[src/rtl/pt_walker.sv]
module pt_walker #(
  parameter int DIR_W = 10,
  parameter int TBL_W = 10,
  parameter int OFF_W = 12
) (
  input  logic                             clk,
  input  logic                             rst_n,
  input  logic [DIR_W+TBL_W-1:0]           base_frame,
  input  logic                             req_valid,
  output logic                             req_ready,
  input  logic [DIR_W+TBL_W+OFF_W-1:0]     req_lin,
  output logic                             mem_req_valid,
  input  logic                             mem_req_ready,
  output logic [DIR_W+TBL_W+OFF_W-1:0]     mem_req_addr,
  input  logic                             mem_rsp_valid,
  input  logic [DIR_W+TBL_W+OFF_W-1:0]     mem_rsp_data,
  output logic                             res_valid,
  input  logic                             res_ready,
  output logic [DIR_W+TBL_W+OFF_W-1:0]     res_phys,
  output logic                             res_fault,
  output logic [DIR_W+TBL_W+OFF_W-1:0]     fault_addr
);
  localparam int ADDR_W = DIR_W + TBL_W + OFF_W;
  localparam int FRAME_W = ADDR_W - OFF_W;

  typedef enum logic [2:0] {S_IDLE, S_DREQ, S_DWAIT, S_TREQ, S_TWAIT, S_DONE} st_t;

  st_t                st;
  logic [ADDR_W-1:0]  lin_q;
  logic [FRAME_W-1:0] base_q;
  logic [FRAME_W-1:0] tframe_q;
  logic [ADDR_W-1:0]  phys_q;
  logic               fault_q;
  logic [ADDR_W-1:0]  fault_addr_q;

  function automatic logic [ADDR_W-1:0] entry_addr(input logic [FRAME_W-1:0] frame,
                                                   input logic [ADDR_W-1:0] idx);
    return {frame, {OFF_W{1'b0}}} + (idx << 2);
  endfunction

  wire [ADDR_W-1:0] dir_idx = ADDR_W'(lin_q[ADDR_W-1 -: DIR_W]);
  wire [ADDR_W-1:0] tbl_idx = ADDR_W'(lin_q[OFF_W +: TBL_W]);
  wire              present = mem_rsp_data[0];
  wire [FRAME_W-1:0] rsp_frame = mem_rsp_data[ADDR_W-1:OFF_W];

  assign req_ready     = (st == S_IDLE);
  assign mem_req_valid = (st == S_DREQ) || (st == S_TREQ);
  assign mem_req_addr  = (st == S_DREQ) ? entry_addr(base_q, dir_idx)
                                        : entry_addr(tframe_q, tbl_idx);
  assign res_valid     = (st == S_DONE);
  assign res_phys      = phys_q;
  assign res_fault     = fault_q;
  assign fault_addr    = fault_addr_q;

  always_ff @(posedge clk) begin
    if (!rst_n) begin
      st           <= S_IDLE;
      lin_q        <= '0;
      base_q       <= '0;
      tframe_q     <= '0;
      phys_q       <= '0;
      fault_q      <= 1'b0;
      fault_addr_q <= '0;
    end else begin
      case (st)
        S_IDLE: if (req_valid) begin
          lin_q  <= req_lin;
          base_q <= base_frame;
          st     <= S_DREQ;
        end
        S_DREQ: if (mem_req_ready) st <= S_DWAIT;
        S_DWAIT: if (mem_rsp_valid) begin
          if (!present) begin
            fault_q      <= 1'b1;
            phys_q       <= '0;
            fault_addr_q <= lin_q;
            st           <= S_DONE;
          end else begin
            tframe_q <= rsp_frame;
            st       <= S_TREQ;
          end
        end
        S_TREQ: if (mem_req_ready) st <= S_TWAIT;
        S_TWAIT: if (mem_rsp_valid) begin
          if (!present) begin
            fault_q      <= 1'b1;
            phys_q       <= '0;
            fault_addr_q <= lin_q;
          end else begin
            fault_q <= 1'b0;
            phys_q  <= {rsp_frame, lin_q[OFF_W-1:0]};
          end
          st <= S_DONE;
        end
        S_DONE: if (res_ready) st <= S_IDLE;
        default: st <= S_IDLE;
      endcase
    end
  end


  mem_hold_chk: assert property (@(posedge clk) disable iff (!rst_n)
    mem_req_valid && !mem_req_ready |=> mem_req_valid && $stable(mem_req_addr));


  res_hold_chk: assert property (@(posedge clk) disable iff (!rst_n)
    res_valid && !res_ready |=> res_valid && $stable(res_phys) && $stable(res_fault));


  fault_addr_chk: assert property (@(posedge clk) disable iff (!rst_n)
    res_valid && res_fault |-> fault_addr == lin_q);


  offset_keep_chk: assert property (@(posedge clk) disable iff (!rst_n)
    res_valid && !res_fault |-> res_phys[OFF_W-1:0] == lin_q[OFF_W-1:0]);


  one_walk_chk: assert property (@(posedge clk) disable iff (!rst_n)
    req_valid && req_ready |=> !req_ready);


  dir_abort_chk: assert property (@(posedge clk) disable iff (!rst_n)
    st == S_DWAIT && mem_rsp_valid && !mem_rsp_data[0] |=> res_valid && res_fault && !mem_req_valid);
endmodule

[config.mk]
export PLATFORM = sky130hd
export DESIGN_NAME = pt_walker
export DESIGN_NICKNAME = d
export VERILOG_FILES = /design/src/rtl/pt_walker.sv
export SDC_FILE = /design/constraint.sdc
export NUM_CORES = 1
export LEC_CHECK = 0
export BUFFER_PORTS_ARGS = -buffer_cell sky130_fd_sc_hd__buf_2
export CORE_UTILIZATION = 40
export DETAILED_ROUTE_END_ITERATION = 10
export GPL_ROUTABILITY_DRIVEN = 0
export HOLD_SLACK_MARGIN = 0.12
export PLACE_DENSITY = 0.68
export REMOVE_ABC_BUFFERS = 1
export SLEW_MARGIN = 0
export SYNTH_ARGS = -nofsm -noshare
export SYNTH_HDL_FRONTEND = slang
export SYNTH_SLANG_ARGS = --single-unit
[constraint.sdc]
create_clock -name clk -period 1.5 [get_ports clk]
set_input_delay 0.075 -clock clk [delete_from_list [all_inputs] [get_ports clk]]
set_output_delay 0.075 -clock clk [all_outputs]
set_load 0.05 [all_outputs]
==> results.ini <==
[detailed_routing]
post_drt_wl_per_cell_um = 23.1
num_vias = 6761
routed_via_density = 5.72
first_pass_iters = 4
drt_wl_total_um = 27400
postRouteAntennaNets = 0
drc = 0
drt_iter0_markers = 469

[setup_path]
crit_chain = nor2b_4, nor2b_4, buf_12, buf_12, mux2_4, buf_8
critPathMaxStageDelay_ns = 0.36
cp_slowest_cell = dfxtp_4
critPathKind = reg2out
critPathArrivalTime_ns = 1.87
cp.required_ns = 1.42
cp-start-kind = register
cp_max_fo = 6
critPathCaptureType = output pin

[synthesis]
postSynthAreaPerCell_um2 = 8.67
seq_area_frac_synth_pct = 47.1
synth_commonest_cells = dfxtp_1, nand2_1, a21oi_1, nand3_1, clkbuf_1
yosys.area.top_type = dfxtp_1
ys_ff_latch = 140
synth_top_area_share_pct = 47.1
synth.area.top_cells = dfxtp_1, nand2_1, a21oi_1
synth_cells = 686
synth_warnings = 0
post_synth_num_cell_types = 40
synth_edf_count = 0
synth_ff_type = dfxtp_1
synthArstFlopShare_pct = 0
synth_area_um2 = 5940

[placed_design]
place_area_um2 = 7220
portBuffers = 176
hpwlAfterDp_um = 10600
dp.cells = 1016
dp_worst_setup_slack_ns = -0.112

[pwr]
power_mw = 13.5
p_sw_mw = 4.58
power.leakage_nw = 4.91
pwr-share-clk_pct = 32.4
p_seq_share_pct = 30.6
power_density_nw_per_um2 = 1170
p_int_mw = 8.96
combPwrFrac_pct = 36.9
vdd_drop_max_uv = 885
swShare_pct = 33.8

[global_routing]
grt_max_degree = 88
gr-total-overflow = 0
antenna_found_initial = 1
grt_usage_pct = 30.4
grt_pass1_wl_um = 34500
grt_pass1_vias = 6316

[floorplanning]
io-pin-count = 190
die-width_um = 124
die_h_um = 124
fp.coreArea_um2 = 14500
die-area_um2 = 15400
rows = 44
initial_core_util_pct = 40.9

[timing]
finalCriticalPeriod_ns = 1.94
drv_slew = 0
slew_headroom_pct = 59.2
finalSetupViolations = 171
hold_violations = 0
fin_ws_ns = -0.441
fin_crit_sh_pct = 129
max_freq_ghz = 0.515
rsz0062_at_grt = true
skew_ns = 0.00564
worst_slew_pin_slew_ns = 0.612

[outcome]
violations = setup timing
status = finished, violations left

[flow_run]
cap_violations = 0

[layout]
drive_gt1_share_pct = 60.8
syn_to_final_growth_pct = 94.8
layout.nets = 1076
stdcell_count = 1183
fin_area_um2 = 11600

[clock_tree]
cts_buffers = 17
cts_buffer_depth = 2
htree_levels = 4
cts_tree = done
insertion_delay_ns = 0.42
clk_pin_slew_ns = 0.06
clock_sinks = 140
clock-root-buffer = clkbuf_16

[min_path]
hold_class = in2reg

==> layer usage <==
metal | track usage, % | up-vias | routed length, um
met3 | 4.72 | 117 | 1680
met4 | 14.6 | 0 | 1510
li1 | - | 2984 | -
met2 | 50.6 | 354 | 13500
met1 | 38.3 | 3306 | 10700
met5 | 0 | - | 0
==> area by class of cell <==
class | count | area, um^2
clock inverters | 11 | 143
diodes | 1 | 2.50
fillers | 811 | 2950
flip-flops and latches | 140 | 2810
multi-input cells | 478 | 4370
clock buffers | 20 | 467
inverters | 1 | 3.75
well taps | 184 | 230
repair buffers | 348 | 3550
==> worst paths after layout <==
check	slack, ns	from	cells past startpoint	endpoint
min	0.22	mem_rsp_data[0]	4	st[1]$_SDFFE_PN0P_
min reg2reg	0.45	res_phys[2]$_SDFFE_PN0P_	2	res_phys[2]$_SDFFE_PN0P_
max reg2reg	-0.33	st[1]$_SDFFE_PN0P_	10	base_q[8]$_SDFFE_PN0P_
max	-0.44	st[2]$_SDFFE_PN0P_	6	mem_req_addr[7]
==> power by group through the flow <==
stage	combinational, mW	sequential (mW)	clock, mW
2_1_floorplan	1.31	4.17	0
3_3_place_gp	2.32	4.14	0
3_5_place_dp	2.34	4.14	0
4_1_cts	4.21	4.08	4.37
5_1_grt	5.13	4.16	4.58
6_report	5.00	4.15	4.39
==> cells in the final DEF (no fill, tap or decap), types with 5 or more instances in the layout <==
master,instances
o21ai_4,11
nand2_2,18
nand2_4,43
buf_6,27
and3_4,7
mux2_2,7
o21a_1,20
nand3_4,12
nand3_2,51
clkinvlp_4,5
buf_2,144
a21boi_2,17
and3_1,13
a21oi_2,68
dfxtp_1,137
mux2i_1,33
clkbuf_16,22
a21oi_1,15
mux2_4,23
buf_12,25
buf_16,19
buf_4,22
buf_8,31
nand2_1,79
dlygate4sd3_1,75
o21ai_2,22
==> flip-flops by register name, summed over array words and instances, names as in the netlist <==
register,flops
base_q,20
fault_addr,32
lin_q,32
res_fault,1
res_phys,32
st,3
tframe_q,20
==> logic make-up after synthesis <==
logic type	Yosys count	share of synthesized area (%)
flip-flops	140	47.1
AND/OR/NAND/NOR	246	19.3
XOR/XNOR	3	0.442
multiplexers	63	11.2
buffers and inverters	69	5.89
AO/OA/AOI/OAI	164	16.0
other	1	0.0631
==> critical path, delay by kind of cell (launching register included) <==
family / cells / cell delay (ns)
muxes: 1 / 0.33
buffers and inverters: 3 / 0.44
DFF: 1 / 0.36
and+or+nand+nor: 2 / 0.30
==> stage by stage <==
step / setup TNS, ns / util (%) / hold WS [ns]
2_1_floorplan: -197.05 / - / 0.183
3_3_place_gp: -2.20 / 49.6 / 0.317
3_5_place_dp: -4.40 / 49.6 / 0.323
4_1_cts: -35.84 / 71.3 / 0.164
5_1_grt: -53.05 / 79.7 / 0.239
6_report: -46.65 / 79.7 / 0.219
==> repair_timing <==
action / 4_1_cts / 5_1_grt
pin swaps: 84 / 171
setup endpoints to repair: 142 / 171
hold buffers: 75 / 0
setup buffers: 31 / 9
cloned: 23 / 8
endpoints found under the hold margin: 95 / 0
resized for setup: 290 / 292
(Power assumes the default switching activity.)
